[src/rtl/mbx_pkg.sv]
package mbx_pkg;
  localparam int LEN_W = 18;          // length field width in header dword 2
  localparam int CNT_W = LEN_W + 1;   // dword counters

  localparam logic [1:0] A_CTRL = 2'd0;
  localparam logic [1:0] A_STAT = 2'd1;
  localparam logic [1:0] A_WMB  = 2'd2;
  localparam logic [1:0] A_RMB  = 2'd3;

  localparam int B_ABORT = 0;
  localparam int B_GO    = 31;
  localparam int B_BUSY  = 0;
  localparam int B_ERR   = 2;
  localparam int B_RDY   = 31;

  typedef enum logic [1:0] {RC_OK, RC_BUSY, RC_IO, RC_INVAL} rc_e;

  typedef enum logic [4:0] {
    S_IDLE, S_CHK, S_HDR1, S_HDR2, S_PAY, S_GO, S_PWAIT, S_POLL,
    S_RH1, S_AH1, S_RH2, S_AH2, S_RD, S_RDY, S_AD, S_FIN,
    S_ABW, S_AWAIT, S_ARD, S_DONE
  } st_e;
endpackage

[src/rtl/mbx_timer.sv]
module mbx_timer #(
  parameter int TIMEOUT_CYC = 1000,
  parameter int POLL_CYC    = 8
) (
  input  logic clk_i,
  input  logic rst_ni,
  input  logic clear_i,
  input  logic run_i,
  output logic tick_o,
  output logic expired_o
);
  localparam int TW = $clog2(TIMEOUT_CYC + 1);
  localparam int PW = $clog2(POLL_CYC + 1);

  logic [TW-1:0] tcnt_q;
  logic [PW-1:0] pcnt_q;

  assign tick_o    = run_i && (pcnt_q == PW'(POLL_CYC - 1));
  assign expired_o = (tcnt_q >= TW'(TIMEOUT_CYC));

  always_ff @(posedge clk_i or negedge rst_ni) begin
    if (!rst_ni) begin
      tcnt_q <= '0;
      pcnt_q <= '0;
    end else if (clear_i) begin
      tcnt_q <= '0;
      pcnt_q <= '0;
    end else if (run_i) begin
      if (!expired_o) tcnt_q <= tcnt_q + TW'(1);
      pcnt_q <= tick_o ? '0 : pcnt_q + PW'(1);
    end
  end
endmodule

[src/rtl/mbx_len.sv]
module mbx_len
  import mbx_pkg::*;
#(
  parameter int BYTES_W = 20,
  parameter int MAX_DW  = 1 << 18,
  parameter int BUF_DW  = 8
) (
  input  logic [BYTES_W-1:0] req_bytes_i,
  input  logic [LEN_W-1:0]   rsp_fld_i,
  output logic [CNT_W-1:0]   req_pay_o,
  output logic [LEN_W-1:0]   req_fld_o,
  output logic               req_big_o,
  output logic [CNT_W-1:0]   rsp_pay_o,
  output logic [CNT_W-1:0]   rsp_keep_o,
  output logic               rsp_short_o
);
  logic [CNT_W:0]   tot;
  logic [CNT_W-1:0] rl;

  always_comb begin
    req_pay_o = CNT_W'(req_bytes_i >> 2) + CNT_W'(|req_bytes_i[1:0]);
    tot       = (CNT_W+1)'(req_pay_o) + (CNT_W+1)'(2);
    req_big_o = tot > (CNT_W+1)'(MAX_DW);
    req_fld_o = (tot == (CNT_W+1)'(MAX_DW)) ? '0 : tot[LEN_W-1:0];

    rl          = (rsp_fld_i == '0) ? CNT_W'(MAX_DW) : CNT_W'(rsp_fld_i);
    rsp_short_o = rl < CNT_W'(2);
    rsp_pay_o   = rl - CNT_W'(2);
    rsp_keep_o  = (rsp_pay_o < CNT_W'(BUF_DW)) ? rsp_pay_o : CNT_W'(BUF_DW);
  end
endmodule

[src/rtl/mbx_xchg.sv]
module mbx_xchg
  import mbx_pkg::*;
#(
  parameter int BUF_DW      = 8,
  parameter int BYTES_W     = 20,
  parameter int MAX_DW      = 1 << 18,
  parameter int TIMEOUT_CYC = 125_000_000,
  parameter int POLL_CYC    = TIMEOUT_CYC / 128
) (
  input  logic                        clk_i,
  input  logic                        rst_ni,
  input  logic                        start_i,
  input  logic [15:0]                 vid_i,
  input  logic [7:0]                  otype_i,
  input  logic [BYTES_W-1:0]          req_bytes_i,
  output logic                        busy_o,
  output logic                        done_o,
  output logic [1:0]                  code_o,
  output logic [mbx_pkg::CNT_W+1:0]   rx_bytes_o,
  output logic                        dead_o,
  output logic [mbx_pkg::CNT_W-1:0]   req_addr_o,
  input  logic [31:0]                 req_data_i,
  output logic                        rsp_we_o,
  output logic [$clog2(BUF_DW)-1:0]   rsp_addr_o,
  output logic [31:0]                 rsp_data_o,
  output logic [1:0]                  reg_addr_o,
  output logic                        reg_rd_o,
  output logic                        reg_wr_o,
  output logic [31:0]                 reg_wdata_o,
  input  logic [31:0]                 reg_rdata_i
);
  localparam int AW = $clog2(BUF_DW);

  st_e                 st_q;
  rc_e                 rc_q;
  logic [15:0]         vid_q;
  logic [7:0]          typ_q;
  logic [BYTES_W-1:0]  bytes_q;
  logic [CNT_W-1:0]    idx_q, pay_q, rpay_q, keep_q;
  logic                dead_q, done_q;
  logic [1:0]          code_q;
  logic [CNT_W+1:0]    rxb_q;

  logic [CNT_W-1:0] req_pay, rsp_pay, rsp_keep;
  logic [LEN_W-1:0] req_fld;
  logic             req_big, rsp_short;
  logic             t_clr, t_run, t_tick, t_exp;
  logic [31:0]      pay_word;
  logic             last_pay;

  logic st_busy, st_err, st_rdy, hdr_ok;
  assign st_busy = reg_rdata_i[B_BUSY];
  assign st_err  = reg_rdata_i[B_ERR];
  assign st_rdy  = reg_rdata_i[B_RDY];
  assign hdr_ok  = (reg_rdata_i == {8'h00, typ_q, vid_q});

  mbx_len #(.BYTES_W(BYTES_W), .MAX_DW(MAX_DW), .BUF_DW(BUF_DW)) u_len (
    .req_bytes_i(bytes_q), .rsp_fld_i(reg_rdata_i[LEN_W-1:0]),
    .req_pay_o(req_pay), .req_fld_o(req_fld), .req_big_o(req_big),
    .rsp_pay_o(rsp_pay), .rsp_keep_o(rsp_keep), .rsp_short_o(rsp_short)
  );

  mbx_timer #(.TIMEOUT_CYC(TIMEOUT_CYC), .POLL_CYC(POLL_CYC)) u_tmr (
    .clk_i(clk_i), .rst_ni(rst_ni), .clear_i(t_clr), .run_i(t_run),
    .tick_o(t_tick), .expired_o(t_exp)
  );

  // zero-pad bytes above the count in a partial last dword
  assign last_pay = (idx_q == pay_q - CNT_W'(1));
  always_comb begin
    for (int b = 0; b < 4; b++) begin
      if (last_pay && (bytes_q[1:0] != 2'd0) && (b >= int'(bytes_q[1:0])))
        pay_word[8*b +: 8] = 8'h00;
      else
        pay_word[8*b +: 8] = req_data_i[8*b +: 8];
    end
  end

  always_comb begin
    reg_rd_o    = 1'b0;
    reg_wr_o    = 1'b0;
    reg_addr_o  = A_STAT;
    reg_wdata_o = '0;
    t_clr       = (st_q == S_GO) || (st_q == S_ABW);
    t_run       = (st_q == S_PWAIT) || (st_q == S_POLL) ||
                  (st_q == S_AWAIT) || (st_q == S_ARD);
    unique case (st_q)
      S_CHK, S_POLL, S_RDY, S_FIN, S_ARD: reg_rd_o = 1'b1;
      S_HDR1: begin reg_wr_o = 1'b1; reg_addr_o = A_WMB; reg_wdata_o = {8'h00, typ_q, vid_q}; end
      S_HDR2: begin reg_wr_o = 1'b1; reg_addr_o = A_WMB; reg_wdata_o = 32'(req_fld); end
      S_PAY:  begin reg_wr_o = 1'b1; reg_addr_o = A_WMB; reg_wdata_o = pay_word; end
      S_GO:   begin reg_wr_o = 1'b1; reg_addr_o = A_CTRL; reg_wdata_o[B_GO] = 1'b1; end
      S_ABW:  begin reg_wr_o = 1'b1; reg_addr_o = A_CTRL; reg_wdata_o[B_ABORT] = 1'b1; end
      S_RH1, S_RH2, S_RD: begin reg_rd_o = 1'b1; reg_addr_o = A_RMB; end
      S_AH1, S_AH2, S_AD: begin reg_wr_o = 1'b1; reg_addr_o = A_RMB; end
      default: ;
    endcase
  end

  assign req_addr_o = idx_q;
  assign rsp_we_o   = (st_q == S_RD) && (idx_q < keep_q);
  assign rsp_addr_o = idx_q[AW-1:0];
  assign rsp_data_o = reg_rdata_i;
  assign busy_o     = (st_q != S_IDLE);
  assign done_o     = done_q;
  assign code_o     = code_q;
  assign rx_bytes_o = rxb_q;
  assign dead_o     = dead_q;

  always_ff @(posedge clk_i or negedge rst_ni) begin
    if (!rst_ni) begin
      st_q <= S_IDLE;   rc_q <= RC_OK;
      vid_q <= '0;      typ_q <= '0;    bytes_q <= '0;
      idx_q <= '0;      pay_q <= '0;    rpay_q <= '0;  keep_q <= '0;
      dead_q <= 1'b0;   done_q <= 1'b0; code_q <= '0;  rxb_q <= '0;
    end else begin
      done_q <= 1'b0;
      unique case (st_q)
        S_IDLE: if (start_i) begin
          vid_q <= vid_i; typ_q <= otype_i; bytes_q <= req_bytes_i;
          keep_q <= '0;
          rc_q <= dead_q ? RC_IO : RC_OK;
          st_q <= dead_q ? S_DONE : S_CHK;
        end
        S_CHK: begin
          idx_q <= '0;
          pay_q <= req_pay;
          if (st_busy)      begin rc_q <= RC_BUSY;  st_q <= S_ABW; end
          else if (st_err)  begin rc_q <= RC_IO;    st_q <= S_ABW; end
          else if (req_big) begin rc_q <= RC_INVAL; st_q <= S_ABW; end
          else st_q <= S_HDR1;
        end
        S_HDR1: st_q <= S_HDR2;
        S_HDR2: st_q <= (pay_q == '0) ? S_GO : S_PAY;
        S_PAY: begin
          idx_q <= idx_q + CNT_W'(1);
          if (last_pay) st_q <= S_GO;
        end
        S_GO: st_q <= S_POLL;
        S_PWAIT: if (t_tick) st_q <= S_POLL;
        S_POLL: begin
          if (st_err)      begin rc_q <= RC_IO; st_q <= S_ABW; end
          else if (st_rdy) st_q <= S_RH1;
          else if (t_exp)  begin rc_q <= RC_IO; st_q <= S_ABW; end
          else st_q <= S_PWAIT;
        end
        S_RH1: if (hdr_ok) st_q <= S_AH1;
               else begin rc_q <= RC_IO; st_q <= S_ABW; end
        S_AH1: st_q <= S_RH2;
        S_RH2: begin
          rpay_q <= rsp_pay;
          keep_q <= rsp_keep;
          if (rsp_short) begin rc_q <= RC_IO; st_q <= S_ABW; end
          else st_q <= S_AH2;
        end
        S_AH2: begin
          idx_q <= '0;
          st_q  <= (rpay_q == '0) ? S_FIN : S_RD;
        end
        S_RD: st_q <= (idx_q == keep_q - CNT_W'(1)) ? S_RDY : S_AD;
        S_RDY: if (st_rdy) st_q <= S_AD;
               else begin rc_q <= RC_IO; st_q <= S_ABW; end
        S_AD: begin
          idx_q <= idx_q + CNT_W'(1);
          if (idx_q == rpay_q - CNT_W'(1)) st_q <= S_FIN;
          else st_q <= S_RD;
        end
        S_FIN: begin
          rc_q <= st_err ? RC_IO : RC_OK;
          st_q <= st_err ? S_ABW : S_DONE;
        end
        S_ABW: st_q <= S_AWAIT;
        S_AWAIT: if (t_tick) st_q <= S_ARD;
        S_ARD: begin
          if (!st_busy && !st_err) st_q <= S_DONE;
          else if (t_exp) begin dead_q <= 1'b1; st_q <= S_DONE; end
          else st_q <= S_AWAIT;
        end
        S_DONE: begin
          done_q <= 1'b1;
          code_q <= rc_q;
          rxb_q  <= (rc_q == RC_OK) ? {keep_q, 2'b00} : '0;
          st_q   <= S_IDLE;
        end
        default: st_q <= S_IDLE;
      endcase
    end
  end
endmodule

[config.mk]
export PLATFORM = sky130hd
export DESIGN_NAME = mbx_xchg
export DESIGN_NICKNAME = d
export VERILOG_FILES = /design/src/rtl/mbx_pkg.sv /design/src/rtl/mbx_timer.sv /design/src/rtl/mbx_len.sv /design/src/rtl/mbx_xchg.sv
export SDC_FILE = /design/constraint.sdc
export NUM_CORES = 1
export LEC_CHECK = 0
export BUFFER_PORTS_ARGS = -buffer_cell sky130_fd_sc_hd__buf_2
export CORE_UTILIZATION = 55
export DETAILED_ROUTE_END_ITERATION = 10
export GPL_TIMING_DRIVEN = 1
export PLACE_DENSITY = 0.78
export SETUP_SLACK_MARGIN = 0.02
export SLEW_MARGIN = 20
export SYNTH_ARGS = -nofsm -noshare
export SYNTH_HDL_FRONTEND = slang
export SYNTH_SLANG_ARGS = --single-unit
[constraint.sdc]
create_clock -name clk_i -period 8.6 [get_ports clk_i]
set_clock_uncertainty 0.15 [all_clocks]
set_input_delay 0.43 -clock clk_i [delete_from_list [all_inputs] [get_ports clk_i]]
set_output_delay 0.43 -clock clk_i [all_outputs]
set_load 0.02 [all_outputs]
Yosys cells after proc, flatten, opt, wreduce, memory -nomap -nowiden

Cells that the tools add are included.

Register bits: 199
Bits of input ports: 111
Output and inout bits: 117
Logic and storage cells: 166

Add/sub/neg operators: 9
Order comparisons: 8
Eq/ne operators: 36
Mux-type cells: 59
Bitwise logic cells: 1
Reduce and logical (&&, ||, !) cells: 38

Operator list:

| cell                  | number |
|---|---|
| $pmux 5 s19           | 1 |
| $pmux 30 s3           | 1 |
| $mux 27               | 3 |
| $pmux 19 s2           | 2 |
| $mux 5                | 14 |
| $mux 20               | 3 |
| $eq 19x19->1          | 3 |
| $mux 19               | 3 |
| $sub 19x1->19 const B | 3 |
| $eq 5x4->1 const B    | 8 |
| $logic_not 19->1      | 2 |
| $mux 2                | 18 |
| $eq 32x24->1          | 1 |
| $mux 8                | 4 |
| $add 27x1->27 const B | 1 |
| $ge 27x27->1 const B  | 1 |
| $mux 21               | 1 |
| $add 19x2->20 const B | 1 |
| $add 20x1->20 const B | 1 |
| $eq 20x19->1 const B  | 1 |
| $eq 20x20->1 const B  | 1 |
| $eq 5x3->1 const B    | 4 |
| $eq 5x5->1 const B    | 4 |
| $gt 20x19->1 const B  | 1 |
| 38 further kinds      | 69 |

Longest topological paths before layout

Word-level depth: 8
Gate-level depth with buffers: 14
Depth with buffers taken out: 14

By module

From an unflattened synthesis, not the netlist that was laid out.

Cell total of the unflattened synthesis: 1704
Area total of the unflattened synthesis: 14462.6 µm²

By module, submodules not included:

| module    | times used | cells each | area an instance (µm²) | seq. area each (µm²) |
|---|---|---|---|---|
| mbx_xchg  | 1          | 1173       | 10159.7                | 3753.6 |
| mbx_timer | 1          | 305        | 2733.9                 | 1176.1 |
| mbx_len   | 1          | 226        | 1569.0                 | 0.0 |

Worst setup path before layout

OpenSTA, ideal clock, no wires.

Path type: register to output
Start: register bytes_q[0]
End: output reg_wdata_o[12]
Data arrival time: 3.021 ns
Required time: 8.020 ns
Slack: 4.999 ns
Cell stages (with the launch flop): 15
Buffers on the path: 0
Cells stage by stage: dfrtp_1 > or2_2 > ha_1 > ha_1 > xor2_1 > ha_1 > inv_1 > a211o_1 > o21bai_1 > inv_1 > nand4_1 > xnor2_1 > nand4_1 > o211ai_1 > nand2_1

Cells in the longest elaborated chain, start to end: 6
Elaborated cells between the ends (all ways): 11
Classes of those cells: 2 x add/sub; 1 x order compare; 1 x eq/ne; 3 x mux; 4 x reduce/logical

Ends and longest elaborated chain:

| item                   | line            | RTL |
|---|---|---|
| start, declared        | mbx_xchg.sv:38  | `logic [BYTES_W-1:0] bytes_q;` |
| start signal, assigned | mbx_xchg.sv:120 | `vid_q <= vid_i; typ_q <= otype_i; bytes_q <= req_bytes_i;` |
| $reduce_or 2->1 *      | mbx_len.sv:21   | `req_pay_o = CNT_W'(req_bytes_i >> 2) + CNT_W'(\|req_bytes_i[1:0]);` |
| $add 18x1->19 *        | mbx_len.sv:21   |  |
| net req_pay[2]         | mbx_xchg.sv:44  | `logic [CNT_W-1:0] req_pay, rsp_pay, rsp_keep;` |
| $add 19x2->20 *        | mbx_len.sv:22   | `tot = (CNT_W+1)'(req_pay_o) + (CNT_W+1)'(2);` |
| $eq 20x19->1           | mbx_len.sv:24   | `req_fld_o = (tot == (CNT_W+1)'(MAX_DW)) ? '0 : tot[LEN_W-1:0];` |
| $mux 18 *              | mbx_len.sv:24   |  |
| $pmux 30 s3 *          | mbx_xchg.sv:87  | `unique case (st_q)` |
| end, declared          | mbx_xchg.sv:29  | `output logic [31:0] reg_wdata_o,` |

Mark *: on every way through the listed nets, which the timed path passes. The rest lies on a longest branch.

Worst setup path after layout

Ends and elaborated chain as after synthesis.

==> impl_metrics.tcl <==
set metrics [dict create \
    status "complete, no violations" \
    r2r.worst_path.cells 12 \
    drt_iter0_markers 1506 \
    post_synth.cell_area_avg_um2 8.420 \
    crit_path_cell_trace "or2_2 -> ha_1 -> ha_1 -> o2111ai_1 -> a22oi_1 -> o21ai_0 -> o22ai_1 -> and4_1 -> and2_1 -> nand4_1 -> o211ai_1 -> nand2_1 -> buf_2" \
    grt_max_degree 72 \
    swShare_pct 45.59 \
    crit_top_cell "ha_1" \
    detail-route-antenna-nets 0 \
    synth_area_leaders "dfrtp_1, xnor2_1, xor2_1" \
    power_frac_seq_pct 37.6 \
    whs_ns 0.06128 \
    final-max-slew-violation-count 0 \
    numCtsBuffers 17 \
    routed_wl_um 42340 \
    reg2reg_to "st_q[4]" \
    h-tree-depth 4 \
    critPathLaunchType "flip-flop" \
    synth_edf_count 0 \
    min-delay-start "req_bytes_i[7]" \
    yosysMostFrequentCell "dfrtp_1" \
    finalNonFillerCells 2082 \
    hp-class "in -> reg" \
    finalPower_mw 4.104 \
    cts_buffer_depth 2 \
    critical_path.max_fanout 6 \
    io_pins 228 \
    switching_power_mw 1.871 \
    wire_per_inst_um 20.34 \
    cts_hold_buf 1 \
    end_kind "primary output" \
    yosysTopAreaCell "dfrtp_1" \
    seq_area_frac_synth_pct 35.99 \
    root_buffer "clkbuf_16" \
    synth_cell_types 74 \
    fmax_mhz 210.2 \
    worstReg2RegStart "bytes_q[0]" \
    dieHeight_um 159.8 \
    critPathMaxStageDelay_ns 0.53 \
    hold_viol_final 0 \
    holdPathStages 2 \
    async_flop_share_pct 100.0 \
    dpl.hpwl_um 31860 \
    synth_top_area_share_pct 35.99 \
    critical_path.slowest_cell "a22oi_1" \
    core_area_mm2 0.02439 \
    dr.pass1.iters 6 \
    combPwrFrac_pct 43.0 \
    power.leakage_nw 6.753 \
    gp_congestion 0.9715 \
    die_w_um 159.8 \
    grt_usage_pct 33.37 \
    clockPowerShare_pct 19.4 \
    maxCapViolCount 0 \
    insertion_delay_ns 0.45 \
    min_to "bytes_q[7]" \
    clock-sinks 197 \
    max_slew_margin_pct 29.17 \
    ir_drop_v 0.0002006 \
    via_count 12871 \
    nets 1887 \
    netlist_instances 1627 \
    layout_min_cycle_time_ns 4.758 \
    post_cts_buffers 0 \
    clk_pin_slew_ns 0.08 \
    grt_pass1_wl_um 66630 \
    ctsResizeCount 0 \
    rsz0062_at_grt "no" \
    gr-total-overflow 0 \
    synth_warnings 0 \
    die_area_mm2 0.02554 \
    dp.cells 2048 \
    syn2layout_area_growth_pct 11.18 \
    via_per_inst 6.182 \
    cp_data_required_time_ns 8.02 \
    stdcell_area_mm2 0.01523 \
    port_buffers 225 \
    ff2ff_setup_slack_ns 4.43 \
    std_cell_rows 57 \
    synth_area_mm2 0.01370 \
    fillerInstances 2170 \
    period_share_pct 55.32 \
    cp.arrival_ns 4.18 \
    setup_viol_count_final 0 \
    layout-drive-gt1-share_pct 19.19 \
    yosys-top-cells-count "dfrtp_1, nand2_1, nor2_1, o21ai_0, xnor2_1" \
    antenna_found_initial 2 \
    grt_pass1_vias 12058 \
    cts_tree "built" \
    intPower_mw 2.233 \
    synth_ff_type "dfrtp_1" \
    tightestPinTransition_ns 1.057 \
    synth_seq_cells 197 \
    p_per_area_mw_per_mm2 269.4 \
    tns_ns 0 \
    crit_type "reg -> out" \
    drc 0 \
    dpl_cell_area_mm2 0.01465 \
    floorplan.initialDensity_pct 56.17 \
]
flip-flops by register name, indices dropped and copies added, names as in the netlist, 2 cells and up:
signal        count
st_q              5
rc_q              2
req_addr_o       19
u_tmr.pcnt_q     20
code_o            2
bytes_q          20
keep_q           19
typ_q             8
pay_q            19
rpay_q           19
rx_bytes_o       19
u_tmr.tcnt_q     27
vid_q            16
how the worst max path moves through the flow:
| stage | startpoint | to | cells after the start |
|---|---|---|---|
| after floorplan | bytes_q[0] | reg_wdata_o[12] | 14 |
| after global routing | bytes_q[0] | reg_wdata_o[12] | 13 |
| final | bytes_q[0] | reg_wdata_o[12] | 13 |
| after global placement | pay_q[0] | reg_wdata_o[31] | 12 |
| after CTS | pay_q[0] | reg_wdata_o[31] | 12 |
| after detailed placement | pay_q[0] | reg_wdata_o[31] | 12 |
layer usage:
layer  wire length (µm)  vias up  global-route usage [%]  part of all wire, %
met4               2113        0                   17.19                  5.0
met1              17660     6055                   43.78                   42
met2              19110      707                   53.28                   45
li1                   -     5984                       -                    -
met3               3461      125                   5.532                  8.2
met5                  0        -                       0                    0
worst max-delay path, delay by kind of cell (launching register included):
kind,cells,cell delay [ns]
fa+ha+maj,2,0.60
simple gates,5,0.89
flops,1,0.44
buf+inv,1,0.16
compound gates,5,1.64
power by group through the flow:
stage          sequential (mW)  combinational, mW  clock [mW]
6_report                  1.54               1.77       0.797
5_1_grt                   1.57               1.92       0.834
3_3_place_gp              1.54               1.70           0
2_1_floorplan             1.33               1.40           0
3_5_place_dp              1.54               1.72           0
4_1_cts                   1.52               1.74       0.803
cell usage in the layout (no fill, tap or decap), types with 49 or more instances in the layout:
cell type,netlist,layout
buf_2,9,224
dfrtp_1,197,197
nand2_1,189,189
nor2_1,129,128
o21ai_0,125,125
xnor2_1,95,95
xor2_1,83,83
nand3_1,70,69
inv_1,54,54
mux2_2,53,53
nor3_1,53,51
a21oi_1,49,49
area by class of cell:
class                   instances  area (µm²)  area share (%)
multi-input cells            1239        7913           51.95
clock buffers                  19       452.9           2.974
inverters                      54       202.7           1.331
well taps                     324       405.4           2.662
clock inverters                12       110.1          0.7229
flip-flops and latches        197        4930           32.37
repair buffers                235        1212           7.960
diodes                          2       5.005         0.03286
logic make-up after synthesis:
logic type | share of synthesized area (%)
XOR/XNOR | 11.38
flip-flops | 35.99
other | 0.02737
buffers and inverters | 6.412
adder cells (fa/ha/maj) | 2.923
multiplexers | 4.795
AND/OR/NAND/NOR | 22.86
AO/OA/AOI/OAI | 15.62
through the flow:
step                      util, %  setup WS [ns]
after CTS                   62.40          3.643
after detailed placement    60.05          4.148
after global routing        62.44          3.557
final                       62.44          3.842
after global placement      60.04          4.309
after floorplan                 -          4.999
Power figures use the tool's default switching activity.
